**config.mk**
```make
export PLATFORM = sky130hd
export DESIGN_NAME = word_ecc_guard
export DESIGN_NICKNAME = d
export VERILOG_FILES = /design/src/rtl/word_ecc_pkg.sv /design/src/rtl/word_ecc_encoder.sv /design/src/rtl/word_ecc_decoder.sv /design/src/rtl/word_ecc_slice.sv /design/src/rtl/word_ecc_guard.sv
export SDC_FILE = /design/constraint.sdc
export NUM_CORES = 1
export LEC_CHECK = 0
export ABC_AREA = 1
export BUFFER_PORTS_ARGS = -buffer_cell sky130_fd_sc_hd__buf_2
export CAP_MARGIN = 15
export CORE_MARGIN = 1.5
export CORE_UTILIZATION = 61
export DETAILED_ROUTE_END_ITERATION = 8
export GPL_TIMING_DRIVEN = 0
export PLACE_DENSITY = 0.88
export SYNTH_ARGS = -nofsm -noshare
export SYNTH_HDL_FRONTEND = slang
export SYNTH_HIERARCHICAL = 1
export SYNTH_SLANG_ARGS = --single-unit
```
**constraint.sdc**
```tcl
create_clock -name clk -period 3.3 [get_ports clk]
set_input_delay 0.66 -clock clk [delete_from_list [all_inputs] [get_ports clk]]
set_output_delay 0.66 -clock clk [all_outputs]
set_load 0.1 [all_outputs]
```
**src/rtl/word_ecc_pkg.sv**
```systemverilog
package word_ecc_pkg;

  // number of check bits needed so that every position plus "no error" is codable
  function automatic int check_bits(input int data_w);
    int p;
    p = 1;
    while ((1 << p) < data_w + p + 1) p++;
    return p;
  endfunction

  function automatic bit is_pow2(input int v);
    return (v != 0) && ((v & (v - 1)) == 0);
  endfunction

  // 1-based codeword position of data bit idx (non-power-of-two slots, ascending)
  function automatic int slot_of(input int idx);
    int seen;
    seen = -1;
    for (int q = 1; q < 4096; q++) begin
      if (!is_pow2(q)) begin
        seen++;
        if (seen == idx) return q;
      end
    end
    return 0;
  endfunction

endpackage

```
**src/rtl/word_ecc_encoder.sv**
```systemverilog
module word_ecc_encoder
  import word_ecc_pkg::*;
#(
  parameter int DATA_W = 32,
  parameter int PAR_W  = 6,
  parameter int CW_W   = DATA_W + PAR_W
) (
  input  logic [DATA_W-1:0] data_i,
  output logic [CW_W-1:0]   cw_o
);

  function automatic logic [DATA_W-1:0] cover_mask(input int k);
    logic [DATA_W-1:0] m;
    for (int i = 0; i < DATA_W; i++) m[i] = ((slot_of(i) >> k) & 1) == 1;
    return m;
  endfunction

  logic [PAR_W-1:0] par;

  for (genvar k = 0; k < PAR_W; k++) begin : g_par
    localparam logic [DATA_W-1:0] MASK = cover_mask(k);
    assign par[k] = ^(data_i & MASK);
    assign cw_o[(1 << k) - 1] = par[k];
  end

  for (genvar i = 0; i < DATA_W; i++) begin : g_data
    localparam int POS = slot_of(i);
    assign cw_o[POS-1] = data_i[i];
  end

endmodule

```
**src/rtl/word_ecc_decoder.sv**
```systemverilog
module word_ecc_decoder
  import word_ecc_pkg::*;
#(
  parameter int DATA_W = 32,
  parameter int PAR_W  = 6,
  parameter int CW_W   = DATA_W + PAR_W
) (
  input  logic [CW_W-1:0]   cw_i,
  output logic [DATA_W-1:0] data_o,
  output logic              corrected_o,
  output logic              uncorr_o
);

  function automatic logic [CW_W-1:0] check_mask(input int k);
    logic [CW_W-1:0] m;
    for (int p = 1; p <= CW_W; p++) m[p-1] = ((p >> k) & 1) == 1;
    return m;
  endfunction

  logic [PAR_W-1:0] syn;

  for (genvar k = 0; k < PAR_W; k++) begin : g_syn
    localparam logic [CW_W-1:0] CHK = check_mask(k);
    assign syn[k] = ^(cw_i & CHK);
  end

  // a data bit is inverted only when the syndrome names its own position
  for (genvar i = 0; i < DATA_W; i++) begin : g_fix
    localparam int POS = slot_of(i);
    assign data_o[i] = cw_i[POS-1] ^ (syn == PAR_W'(POS));
  end

  assign uncorr_o    = int'(syn) > CW_W;
  assign corrected_o = (syn != '0) && !uncorr_o;

endmodule

```
**src/rtl/word_ecc_slice.sv**
```systemverilog
module word_ecc_slice #(
  parameter int W = 8
) (
  input  logic         clk,
  input  logic         rst_n,
  input  logic         in_valid,
  output logic         in_ready,
  input  logic [W-1:0] in_data,
  output logic         out_valid,
  input  logic         out_ready,
  output logic [W-1:0] out_data
);

  logic         vld_q;
  logic [W-1:0] dat_q;

  assign in_ready  = !vld_q || out_ready;
  assign out_valid = vld_q;
  assign out_data  = dat_q;

  always_ff @(posedge clk) begin
    if (!rst_n) begin
      vld_q <= 1'b0;
      dat_q <= '0;
    end else if (in_ready) begin
      vld_q <= in_valid;
      if (in_valid) dat_q <= in_data;
    end
  end

endmodule

```
**src/rtl/word_ecc_guard.sv**
```systemverilog
module word_ecc_guard
  import word_ecc_pkg::*;
#(
  parameter int DATA_W = 32,
  localparam int PAR_W = check_bits(DATA_W),
  localparam int CW_W  = DATA_W + PAR_W
) (
  input  logic              clk,
  input  logic              rst_n,
  input  logic              wr_valid,
  output logic              wr_ready,
  input  logic [DATA_W-1:0] wr_data,
  output logic              cw_valid,
  input  logic              cw_ready,
  output logic [CW_W-1:0]   cw_out,
  input  logic              rd_valid,
  output logic              rd_ready,
  input  logic [CW_W-1:0]   rd_cw,
  output logic              rdo_valid,
  input  logic              rdo_ready,
  output logic [DATA_W-1:0] rdo_data,
  output logic              rdo_uncorr,
  output logic              corr_flag
);

  // write path: encode, then one register stage
  logic [CW_W-1:0] enc_cw;

  word_ecc_encoder #(.DATA_W(DATA_W), .PAR_W(PAR_W), .CW_W(CW_W)) u_enc (
    .data_i (wr_data),
    .cw_o   (enc_cw)
  );

  word_ecc_slice #(.W(CW_W)) u_wr_slice (
    .clk       (clk),
    .rst_n     (rst_n),
    .in_valid  (wr_valid),
    .in_ready  (wr_ready),
    .in_data   (enc_cw),
    .out_valid (cw_valid),
    .out_ready (cw_ready),
    .out_data  (cw_out)
  );

  // read path: syndrome and repair, then one register stage
  logic [DATA_W-1:0] dec_data;
  logic              dec_corr;
  logic              dec_unc;
  logic [DATA_W:0]   rd_res;

  word_ecc_decoder #(.DATA_W(DATA_W), .PAR_W(PAR_W), .CW_W(CW_W)) u_dec (
    .cw_i        (rd_cw),
    .data_o      (dec_data),
    .corrected_o (dec_corr),
    .uncorr_o    (dec_unc)
  );

  word_ecc_slice #(.W(DATA_W + 1)) u_rd_slice (
    .clk       (clk),
    .rst_n     (rst_n),
    .in_valid  (rd_valid),
    .in_ready  (rd_ready),
    .in_data   ({dec_unc, dec_data}),
    .out_valid (rdo_valid),
    .out_ready (rdo_ready),
    .out_data  (rd_res)
  );

  assign rdo_data   = rd_res[DATA_W-1:0];
  assign rdo_uncorr = rd_res[DATA_W];

  // status: loaded only when a read codeword is taken
  logic flag_q;

  always_ff @(posedge clk) begin
    if (!rst_n)                flag_q <= 1'b0;
    else if (rd_valid && rd_ready) flag_q <= dec_corr;
  end

  assign corr_flag = flag_q;

endmodule

```
After elaboration in Yosys (flattened, before gate mapping)
Index checks and enable logic that the tools add are counted.
{"block": "word_totals", "ff_bits": 74, "input_bits": 76, "out_inout_bits": 76, "wordCells": 92}
{"block": "op_classes", "n_reduce_logical": 22, "eq_ne": 32, "order_cmp": 1, "n_bitwise": 32}
{"operator": "parity 38 bit", "count": 6}
{"operator": "parity 32 bit", "count": 6}
{"operator": "== test 6 x 5 -> 1 bit, second input constant", "count": 15}
{"operator": "== test 6 x 4 -> 1 bit, second input constant", "count": 7}
{"operator": "== test 6 bit, second input constant", "count": 6}
{"operator": "XOR 1 bit", "count": 32}
{"operator": "== test 6 x 3 -> 1 bit, second input constant", "count": 3}
{"operator": "== test 6 x 2 -> 1 bit, second input constant", "count": 1}
{"operator": "greater-than comparator 6 bit, second input constant", "count": 1}
{"operator": "nonzero test 6 bit", "count": 1}
{"operator": "AND reduction 2 bit", "count": 2}
{"operator": "zero test 1 bit", "count": 3}
{"operator": "logical AND 1 bit", "count": 2}
{"operator": "logical OR 1 bit", "count": 2}

Logic depth before layout (Yosys ltp)
Gate-level depths: netlist of the first run.
{"block": "depth", "ltp_word": 4, "depth_mapped": 22, "ltp_nobuf": 21}

Modules after synthesis
The synthesis of the first run kept the hierarchy.
{"mod": "word_ecc_decoder", "area_per_inst_um2": 2314.7, "instances": 1, "cells_per_inst": 475, "seq_area_each_um2": 0.0}
{"mod": "word_ecc_slice at u_wr_slice", "area_per_inst_um2": 1918.1, "instances": 1, "cells_per_inst": 254, "seq_area_each_um2": 780.7}
{"mod": "word_ecc_slice at u_rd_slice", "area_per_inst_um2": 1508.9, "instances": 1, "cells_per_inst": 221, "seq_area_each_um2": 680.7}
{"mod": "word_ecc_encoder", "area_per_inst_um2": 1213.7, "instances": 1, "cells_per_inst": 234, "seq_area_each_um2": 0.0}
{"mod": "word_ecc_guard", "area_per_inst_um2": 42.5, "instances": 1, "cells_per_inst": 7, "seq_area_each_um2": 20.0}

Least setup slack after synthesis of the first run
No wires, ideal clock.
{"block": "synth_timing", "kind": "in2reg", "startpoint": "in rd_cw[6]", "endpoint": "reg u_rd_slice.dat_q[6] (netlist: u_rd_slice/out_data[6])", "required_ns": 3.181, "n_path_buf": 2, "arrival_time_ns": 2.231, "slack_ns": 0.950, "cell_stages": 22, "path_cell_list": "buf_2 > inv_1 > nand2_1 > nand2_1 > nand2_1 > nand2_1 > inv_1 > nand2_1 > nand2_1 > nand2_1 > nand2_1 > nand2_1 > nand2_2 > nor2_4 > buf_4 > nand2_1 > nand2_1 > nand2_1 > inv_1 > nand3_1 > nand2_1 > nor2_1"}
{"block": "synth_via", "elab_chain_len": 3, "word_cells_on_any_way": 5, "classes_between": "eq/ne (1); bitwise (1); reduce/logical (3)"}
{"element": "from (decl)", "line_no": "word_ecc_guard.sv:18", "text": "input logic [CW_W-1:0] rd_cw,"}
{"element": "parity 38 bit", "line_no": "word_ecc_decoder.sv:24", "text": "assign syn[k] = ^(cw_i & CHK);"}
{"element": "== test 6 x 4 -> 1 bit (*)", "line_no": "word_ecc_decoder.sv:30", "text": "assign data_o[i] = cw_i[POS-1] ^ (syn == PAR_W'(POS));"}
{"element": "XOR 1 bit (*)", "line_no": "word_ecc_decoder.sv:30"}
{"element": "net dec_data[6]", "line_no": "word_ecc_guard.sv:46", "text": "logic [DATA_W-1:0] dec_data;"}
{"element": "to (signal assigned)", "line_no": "word_ecc_slice.sv:27", "text": "if (in_valid) dat_q <= in_data;"}
{"element": "to (decl)", "line_no": "word_ecc_slice.sv:15", "text": "logic [W-1:0] dat_q;"}
The timed path passes the listed nets; every way through them passes the cells marked *.
A chain may end at the register's enable or synchronous reset.

Worst setup path in the final report of the first run
{"block": "layout_timing", "startpoint": "in rd_cw[21]", "endpoint": "reg u_rd_slice.dat_q[10] (netlist: u_rd_slice/out_data[10])"}
The elaborated chain is that of the path after synthesis.

==> impl_metrics.py, run 1 <==
metrics = {
    "outcome": {
        "status": "complete, no violations",
    },
    "die": {
        "start_util_pct": 63.4,
        "die-area_um2": 12100,
        "die_w_um": 110,
        "io_pins": 152,
        "row_count": 38,
        "die_height_um": 110,
        "core_area_um2": 11000,
    },
    "layout": {
        "multi_input_area_um2": 4260,
        "fillCellCount": 972,
        "synthToLayoutAreaGrowth_pct": 17.1,
        "layout-drive-gt1-share_pct": 24.1,
        "seqCellArea_um2": 1480,
        "finalNetCount": 1417,
    },
    "min_path": {
        "hold_path.class": "reg2reg",
    },
    "worst_setup_path": {
        "crit_fanout": 10,
        "critPathCaptureType": "register",
        "critPathArrivalTime_ps": 2870,
        "start_kind": "input port",
        "critPathKind": "in2reg",
        "crit_required_ps": 3590,
    },
    "routing": {
        "final_antenna_net_count": 0,
        "first_iter_violations": 486,
        "drc": 0,
        "vias": 7694,
        "avgRoutedWirePerCell_um": 12.8,
        "via_per_inst": 5.17,
        "drt_pass1_iterations": 6,
        "routed_wl_mm": 19.1,
    },
    "placement": {
        "io_buffer_count": 139,
        "dp_slack_ps": 484,
        "gp_congestion": 0.907,
        "place_hpwl_mm": 15.0,
    },
    "clock_tree": {
        "cts_tree": "done",
        "cts.sink_count": 74,
        "cts_setup_buffers": 0,
        "numCtsBuffers": 9,
        "htreeDepth": 3,
        "cts_hold_buf": 0,
        "clk_path_buf_depth": 2,
        "worstSkewPairLatency_ps": 350,
        "path_clk_slew_ps": 60,
        "ctsResizeCount": 0,
        "cts_root_buf": "clkbuf_16",
    },
    "timing": {
        "finalHoldViolations": 0,
        "fin_crit_ps": 2580,
        "period_share_pct": 78.1,
        "grt_setup_unrepaired": "false",
        "worst_slack_ps": 723,
        "timing.fmax_mhz": 388,
        "max_slew_margin_pct": 65.9,
        "worst_pin_slew_ps": 515,
        "finalSetupTns_ps": 0,
        "setup_violations": 0,
        "clock_skew_ps": 5.29,
        "finalMaxSlewViolations": 0,
    },
    "global_routing": {
        "grt_antenna_before_repair": 3,
        "grt_pass1_wl_mm": 30.7,
        "grt_use_total_pct": 32.6,
        "overflow": 0,
        "grt_max_degree": 15,
        "grt_pass1_vias": 6959,
    },
    "synth": {
        "synth_edf_count": 0,
        "avgSynthCellArea_um2": 5.88,
        "synth.distinct_cells": 34,
        "synth_warnings": 6,
        "synthTopCellsByArea": "nand2_1, dfxtp_1, nand3_1, inv_1, buf_4",
        "synth_seq_cells": 74,
        "synth_area_um2": 7000,
        "yosys.area.top_type": "nand2_1",
        "synth-seq-area-share_pct": 21.2,
        "yosysMostFrequentCell": "nand2_1",
        "synth_common_cells": "nand2_1, nand3_1, inv_1",
        "async_flop_share_pct": 0,
        "netlist.area_leader.share_pct": 23.8,
        "synthFlopType": "dfxtp_1",
        "synth_cells": 1191,
        "synthesis.nets": 1267,
    },
    "power": {
        "power.density_nw_per_um2": 499,
        "ir_drop_v": 0.000567,
        "finalPower_mw": 4.09,
        "leakagePower_nw": 4.85,
    },
    "job": {
        "drv_cap": 0,
    },
}
where the power goes:
| part | internal, mW | switching, mW |
|---|---|---|
| Combinational | 0.525 | 1.47 |
| Sequential | 0.972 | 0.0464 |
| Clock | 0.668 | 0.411 |
critical path: stages:
cell,delay [ps]
buf_2,140
inv_1,140
nand2_1,70
nand2_1,60
nand2_1,40
nand2_1,130
inv_1,70
nand2_1,60
nand2_1,50
nand2_1,100
nand2_1,60
nand2_1,90
nand2_2,110
nor2_4,290
buf_4,260
nand4_1,90
nand2_1,160
inv_1,50
nand3_1,80
nand2_1,50
nor2_1,80
flip-flops by register name (all words and copies together), names as in the netlist:
signal,cells
u_wr_slice/out_data,38
u_rd_slice/out_data,33
corr_flag,1
u_rd_slice/out_valid,1
u_wr_slice/out_valid,1
through the flow:
step           std cells  area (um2)  utilization, %  hold slack [ps]
2_1_floorplan       1191        7000               -              780
3_3_place_gp        1470        7870            71.3              453
3_5_place_dp        1470        7870            71.3              463
4_1_cts             1486        8200            74.3              477
5_1_grt             1487        8200            74.3              503
6_report            1487        8200            74.3              475
cell type report:
type,instances,share of cell area [%]
multi-input combinational,869,52.0
inverter,158,7.33
timing repair buffer,139,8.49
tap,140,2.14
clock inverter,7,1.24
antenna,1,0.0305
clock buffer,9,2.75
sequential,74,18.1
buffer,90,7.95
path summary, 6_finish.rpt:
kind / cells after the start / slack [ps] / start / endpoint
setup reg to reg: 5 / 2190 / u_rd_slice/out_valid / u_rd_slice/out_data[2]
hold reg to reg: 2 / 470 / u_wr_slice/out_data[35] / u_wr_slice/out_data[35]
setup / recovery: 21 / 720 / rd_cw[21] / u_rd_slice/out_data[10]
hold / removal: 2 / 470 / u_wr_slice/out_data[35] / u_wr_slice/out_data[35]
kinds of logic after synthesis:
logic type | count (synthesis) | synth area share [%]
buffers and inverters | 248 | 17.9
AND/OR/NAND/NOR | 729 | 45.2
XOR/XNOR | 63 | 8.53
flip-flops | 74 | 21.2
AO/OA/AOI/OAI | 77 | 7.19
placed cells by master (no fill, tap or decap), types with 4 or more instances in the layout:
cell type and count:
xor2_1 28, nand3b_1 7, buf_2 169, xnor2_1 29, a21oi_2 30, buf_6 4
a21oi_1 43, clkbuf_16 9, inv_1 140, nand3_1 150, nor2_4 5, nand2_1 443
nor2_1 81, buf_4 44, inv_2 16, buf_8 4, nand2_2 11, nand4_1 19
dfxtp_1 74
layer usage:
layer | wire [um] | up-vias | track usage, %
met5 | 27 | - | 0
met4 | 889 | 4 | 17.1
met3 | 1350 | 76 | 9.23
met2 | 9620 | 294 | 59.1
met1 | 7210 | 3384 | 34.0
li1 | - | 3936 | -
Note: power is estimated with default switching activity, not from simulation.
==> run 2: changes to the inputs <==
--- a/config.mk
+++ b/config.mk
@@ -9,10 +9,10 @@
 export BUFFER_PORTS_ARGS = -buffer_cell sky130_fd_sc_hd__buf_2
 export CAP_MARGIN = 15
 export CORE_MARGIN = 1.5
-export CORE_UTILIZATION = 61
+export CORE_UTILIZATION = 56
 export DETAILED_ROUTE_END_ITERATION = 8
 export GPL_TIMING_DRIVEN = 0
-export PLACE_DENSITY = 0.88
+export PLACE_DENSITY = 0.82
 export SYNTH_ARGS = -nofsm -noshare
 export SYNTH_HDL_FRONTEND = slang
 export SYNTH_HIERARCHICAL = 1
==> constraint.sdc (replaced) <==
create_clock -name clk -period 2.5 [get_ports clk]
set_input_delay 0.5 -clock clk [delete_from_list [all_inputs] [get_ports clk]]
set_output_delay 0.5 -clock clk [all_outputs]
set_load 0.1 [all_outputs]
==> run 2 against run 1 <==
Net effect: clock-buffer cell count rose by 4; clock skew grew 0.62 ps; clock power rose by 34%; worst setup slack lost 540 ps; utilization down 5.9 points; sequential share of layout area shrank 0.18 points; register-to-register slack lost 780 ps; sequential power grew 31%; largest cell class unchanged.
==> impl_metrics.py, run 2 (synthesis results as in run 1) <==
metrics = {
    "timing": {
        "fin_crit_ps": 2310,
        "finalMaxSlewViolations": 0,
        "worst_pin_slew_ps": 520,
        "clock_skew_ps": 5.90,
        "finalSetupTns_ps": 0,
        "max_slew_margin_pct": 65.1,
        "setup_violations": 0,
        "period_share_pct": 92.5,
        "timing.fmax_mhz": 432,
        "worst_slack_ps": 186,
        "finalHoldViolations": 0,
        "whs_ps": 454,
    },
    "worst_setup_path": {
        "crit_slowest_cell": "nor2_4",
        "critPathKind": "in2reg",
        "worstReg2RegStart": "u_rd_slice/out_valid",
        "crit_required_ps": 2730,
        "path_cells": "buf_2, inv_2, nand2_1, nand2_1, inv_1, nand2_1, nand2_1, nand2_1, inv_1, nor2_1, nand2_1, nand3_1, nand2_1, nor2_4, buf_4, nand3_1, nand2_1, nand2_1, inv_1, nand3_1, nand2_1, nor2_1",
        "reg2reg_depth": 5,
        "start_kind": "input port",
        "ff2ff_setup_slack_ps": 1410,
        "path_common_cell": "nand2_1",
        "r2r_end": "u_rd_slice/out_data[19]",
        "critPathCaptureType": "register",
        "crit_fanout": 7,
        "startpoint": "rd_cw[18]",
        "cpPeakStageDelay_ps": 240,
        "critPathCapture": "u_rd_slice/out_data[27]",
        "critPathArrivalTime_ps": 2540,
    },
    "layout": {
        "final_cell_count_no_fill": 1519,
        "layout_common_cells": "nand2_1, buf_2, nand3_1",
        "largest_reg_flops": 38,
        "fillCellCount": 1203,
        "finalNetCount": 1421,
        "synthToLayoutAreaGrowth_pct": 18.3,
        "design_area_um2": 8280,
        "layout-drive-gt1-share_pct": 24.2,
        "layout_commonest_cell": "nand2_1",
        "utilization_pct": 68.4,
    },
    "routing": {
        "routed_wl_mm": 18.6,
        "drc": 0,
        "drt_pass1_iterations": 5,
        "vias": 7621,
        "avgRoutedWirePerCell_um": 12.2,
        "highest_layer": "met5",
        "via_per_inst": 5.02,
        "final_antenna_net_count": 0,
        "wl_met3_mm": 1.16,
        "wl_met2_mm": 9.29,
        "first_iter_violations": 479,
        "drt-met1-wl_mm": 7.49,
    },
    "global_routing": {
        "grt_antenna_before_repair": 2,
        "grt_max_degree": 13,
        "grt_use_total_pct": 28.8,
        "grt_pass1_wl_mm": 30.4,
        "overflow": 0,
        "grt_pass1_vias": 6852,
    },
    "power": {
        "leakagePower_nw": 4.89,
        "finalPower_mw": 5.45,
        "power_frac_comb_pct": 48.8,
        "p_sw_share_pct": 45.6,
        "power.density_nw_per_um2": 659,
        "seqPwrFrac_pct": 24.6,
        "p_sw_mw": 2.49,
        "p_clk_share_pct": 26.6,
        "intPower_mw": 2.97,
        "ir_drop_v": 0.000469,
    },
    "placement": {
        "gp_congestion": 0.891,
        "placed_cell_area_um2": 7900,
        "dp_slack_ps": -157,
        "place_hpwl_mm": 14.8,
        "io_buffer_count": 139,
        "dp.cells": 1498,
    },
    "job": {
        "drv_cap": 0,
    },
    "min_path": {
        "hold_path.class": "in2reg",
    },
    "clock_tree": {
        "numCtsBuffers": 9,
        "cts.sink_count": 74,
        "cts_root_buf": "clkbuf_16",
        "clk_path_buf_depth": 2,
        "cts_hold_buf": 0,
        "path_clk_slew_ps": 60,
        "htreeDepth": 3,
        "cts_tree": "done",
        "worstSkewPairLatency_ps": 340,
    },
    "die": {
        "io_pins": 152,
        "start_util_pct": 57.8,
        "core_area_um2": 12100,
        "die_height_um": 115,
        "row_count": 40,
        "die_w_um": 115,
        "die-area_um2": 13200,
    },
    "outcome": {
        "status": "complete, no violations",
    },
}
-- run 2: cell types whose count changed in the layout (fill, tap and decap cells not counted), sizes merged --
cell      previous run  this run
buf                223       226
clkbuf              15        20
inv                160       159
clkinvlp             2         0
clkinv               1         0
-- run 2: cell type report --
| type | count | area [um2] | share of cell area, % |
|---|---|---|---|
| clock inverters | 3 | 68.8 | 0.831 |
| multi-input cells | 869 | 4260 | 51.5 |
| flip-flops and latches | 74 | 1480 | 17.9 |
| repair buffers | 143 | 726 | 8.76 |
| clock buffers | 13 | 270 | 3.26 |
| well taps | 168 | 210 | 2.54 |
| plain buffers | 90 | 658 | 7.95 |
| inverters | 158 | 601 | 7.25 |
| diodes | 1 | 2.50 | 0.0302 |
-- run 2: worst min path at each step --
stage	start	end	depth (start not counted)
after floorplan	rst_n	corr_flag	2
after global placement	u_rd_slice/out_data[7]	u_rd_slice/out_data[7]	2
after detailed placement	u_rd_slice/out_data[3]	u_rd_slice/out_data[3]	2
after CTS	rst_n	corr_flag	3
after global routing	rst_n	corr_flag	3
final	rst_n	corr_flag	3
-- run 2: timing repair --
| item | in CTS | in global routing |
|---|---|---|
| buffers inserted | 0 | 4 |
| resized for setup | 0 | 2 |
| endpoints found under the setup margin | 0 | 18 |
-- run 2: power by group through the flow --
stage          Sequential (mW)  Clock, mW  Combinational (mW)
2_1_floorplan             2.09          0                1.36
3_3_place_gp              1.36          0                2.56
3_5_place_dp              1.36          0                2.59
4_1_cts                   1.34       1.47                2.60
5_1_grt                   1.35       1.53                2.89
6_report                  1.34       1.45                2.66
-- run 2: layer usage --
metal,global-route usage [%],vias up
li1,-,3943
met1,30.8,3399
met4,11.4,2
met5,0,-
met3,7.59,48
met2,53.9,229
-- run 2: worst max-delay path: cells and delay by family --
kind,cells,cell delay (ps)
and+or+nand+nor,16,1420
buffers and inverters,6,570
==> run 3: changes to the inputs <==
--- a/config.mk
+++ b/config.mk
@@ -8,11 +8,13 @@
 export ABC_AREA = 1
 export BUFFER_PORTS_ARGS = -buffer_cell sky130_fd_sc_hd__buf_2
 export CAP_MARGIN = 15
+export CELL_PAD_IN_SITES_DETAIL_PLACEMENT = 0
+export CELL_PAD_IN_SITES_GLOBAL_PLACEMENT = 1
 export CORE_MARGIN = 1.5
-export CORE_UTILIZATION = 56
+export CORE_UTILIZATION = 38
 export DETAILED_ROUTE_END_ITERATION = 8
 export GPL_TIMING_DRIVEN = 0
-export PLACE_DENSITY = 0.82
+export PLACE_DENSITY_LB_ADDON = 0.1
 export SYNTH_ARGS = -nofsm -noshare
 export SYNTH_HDL_FRONTEND = slang
 export SYNTH_HIERARCHICAL = 1
==> run 3 against run 2 <==
Net effect: clock power about the same; cell area increased by 1.2%; hold slack improved by 1.8 ps; register-to-register slack improved by 20 ps; total power increased by 0.84%; clock skew increased by 2.3 ps; combinational power increased by 2%; sequential cell count unchanged; worst setup slack improved by 16 ps; clock-buffer cell count decreased by 3; global-route usage decreased by 7.6 points; largest power group unchanged.
==> impl_metrics.py, run 3 (synthesis results as in run 1) <==
metrics = {
    "layout": {
        "design_area_um2": 8380,
        "largest_reg_flops": 38,
        "seqCellArea_um2": 1480,
        "layout_common_cells": "nand2_1, buf_2, nand3_1",
        "synthToLayoutAreaGrowth_pct": 19.8,
        "layout-drive-gt1-share_pct": 24.6,
        "layout_commonest_cell": "nand2_1",
        "finalNetCount": 1424,
        "multi_input_area_um2": 4270,
        "fillCellCount": 2050,
        "final_cell_count_no_fill": 1582,
        "utilization_pct": 46.5,
        "diodes": 0,
    },
    "job": {
        "drv_cap": 0,
    },
    "worst_setup_path": {
        "crit_required_ps": 2740,
        "crit_fanout": 6,
        "start_kind": "input port",
        "cp_num_cells": 21,
        "crit_slowest_cell": "nor2_2",
        "cpPeakStageDelay_ps": 280,
        "critPathCaptureType": "register",
        "startpoint": "rd_cw[21]",
        "worstReg2RegStart": "u_rd_slice/out_valid",
        "critPathBufInv": 4,
        "critPathKind": "in2reg",
        "critPathArrivalTime_ps": 2540,
        "path_common_cell": "nand2_1",
        "reg2reg_depth": 5,
        "critPathCapture": "u_rd_slice/out_data[15]",
        "path_cells": "buf_2, inv_1, nand2_1, nand2_1, nand2_1, nand2_1, inv_1, nand2_1, nand2_1, nand2_1, nand3_1, nand2_4, nand2_1, nor2_2, nand2_1, nand2_1, nand2_1, inv_1, nand3_1, nand2_1, nor2_1",
        "r2r_end": "u_rd_slice/out_data[7]",
        "crit_family": "simple AND/OR/NAND/NOR gates",
        "ff2ff_setup_slack_ps": 1430,
    },
    "power": {
        "intPower_mw": 2.94,
        "seqPwrFrac_pct": 24.4,
        "p_sw_mw": 2.56,
        "power_frac_comb_pct": 49.1,
        "ir_drop_v": 0.000351,
        "leakagePower_nw": 4.90,
        "p_sw_share_pct": 46.5,
        "p_clk_share_pct": 26.5,
        "power.density_nw_per_um2": 656,
    },
    "global_routing": {
        "grt_use_total_pct": 21.2,
        "grt_antenna_before_repair": 0,
        "grt_max_degree": 15,
        "grt_pass1_wl_mm": 33.1,
        "grt_pass1_vias": 6815,
        "overflow": 0,
    },
    "timing": {
        "finalMaxSlewViolations": 0,
        "fin_crit_ps": 2300,
        "finalHoldViolations": 0,
        "setup_violations": 0,
        "worst_slack_ps": 203,
        "clock_skew_ps": 8.16,
        "period_share_pct": 91.9,
        "grt_setup_unrepaired": "true",
        "timing.fmax_mhz": 435,
        "max_slew_margin_pct": 65.7,
        "worst_pin_slew_ps": 519,
    },
    "clock_tree": {
        "cts.sink_count": 74,
        "clk_path_buf_depth": 2,
        "numCtsBuffers": 9,
        "htreeDepth": 3,
        "cts_hold_buf": 0,
        "cts_tree": "done",
        "cts_root_buf": "clkbuf_16",
        "path_clk_slew_ps": 60,
        "worstSkewPairLatency_ps": 340,
    },
    "die": {
        "row_count": 49,
        "core_area_um2": 18000,
        "die-area_um2": 19200,
        "die_w_um": 139,
        "io_pins": 152,
        "die_height_um": 139,
        "start_util_pct": 38.8,
    },
    "routing": {
        "wl_met2_mm": 10.6,
        "via_per_inst": 4.62,
        "routed_wl_mm": 20.2,
        "avgRoutedWirePerCell_um": 12.8,
        "wl_met3_um": 789,
        "drt-met1-wl_mm": 8.54,
        "drc": 0,
        "highest_layer": "met4",
        "first_iter_violations": 225,
        "final_antenna_net_count": 0,
        "vias": 7313,
        "drt_pass1_iterations": 5,
    },
    "placement": {
        "gp_congestion": 0.827,
        "place_hpwl_mm": 16.6,
        "io_buffer_count": 139,
        "dp_slack_ps": -246,
        "placed_cell_area_um2": 7980,
        "dp.cells": 1559,
    },
    "outcome": {
        "status": "complete, no violations",
    },
    "min_path": {
        "hold_path.class": "in2reg",
        "min_from": "rst_n",
    },
}
==> run 3: changes by cell type in the layout (fill, tap and decap cells not counted) <==
cell | before | now
clkbuf_1 | 4 | 3
inv_2 | 16 | 17
buf_4 | 47 | 50
diode_2 | 1 | 0
clkbuf_8 | 3 | 1
nand2_4 | 3 | 4
inv_8 | 0 | 1
inv_1 | 140 | 139
clkinv_4 | 0 | 2
nand2_1 | 443 | 442
==> run 3: stage by stage <==
stage               hold WS, ps  total power, mW  setup TNS (ps)
floorplan                   620             3.45               0
global route                464             5.85           -89.5
finish                      456             5.50               0
detailed placement          465             4.01           -5380
CTS                         452             5.49               0
global placement            456             4.00           -4310
==> run 3: worst min path at each step <==
stage / cells after the start / end / slack [ps]
3_5_place_dp: 2 / u_rd_slice/out_data[4] / 460
5_1_grt: 3 / corr_flag / 460
3_3_place_gp: 2 / u_wr_slice/out_data[3] / 460
6_report: 3 / corr_flag / 460
2_1_floorplan: 2 / corr_flag / 620
4_1_cts: 3 / corr_flag / 450
==> run 3: per-layer routing <==
metal / GRT usage (%) / up-vias
met5: 0 / -
met4: 4.93 / 0
met3: 3.28 / 13
met2: 41.1 / 123
met1: 24.1 / 3230
li1: - / 3947
==> run 3: tightest hold or removal path, cell delays in order <==
cell and delay [ps]:
buf_2 150, nand2_1 70, nor2_1 30
==> run 3: what timing repair did <==
| item | 4_1_cts | 5_1_grt |
|---|---|---|
| setup endpoints to repair | 0 | 24 |
| buffers inserted | 0 | 7 |
| resized for setup | 0 | 5 |
==> run 3: power by group through the flow <==
stage	Clock (mW)	Combinational (mW)	Sequential, mW
floorplan	0	1.36	2.09
global placement	0	2.63	1.37
detailed placement	0	2.64	1.37
CTS	1.50	2.64	1.34
global route	1.55	2.95	1.35
finish	1.46	2.70	1.34
==> run 3: layout make-up <==
class / instances / area share, %
plain buffers: 90 / 7.85
clock buffers: 10 / 2.85
clock inverters: 6 / 1.16
inverters: 158 / 7.16
multi-input cells: 869 / 51.0
flip-flops and latches: 74 / 17.7
well taps: 229 / 3.42
repair buffers: 146 / 8.93
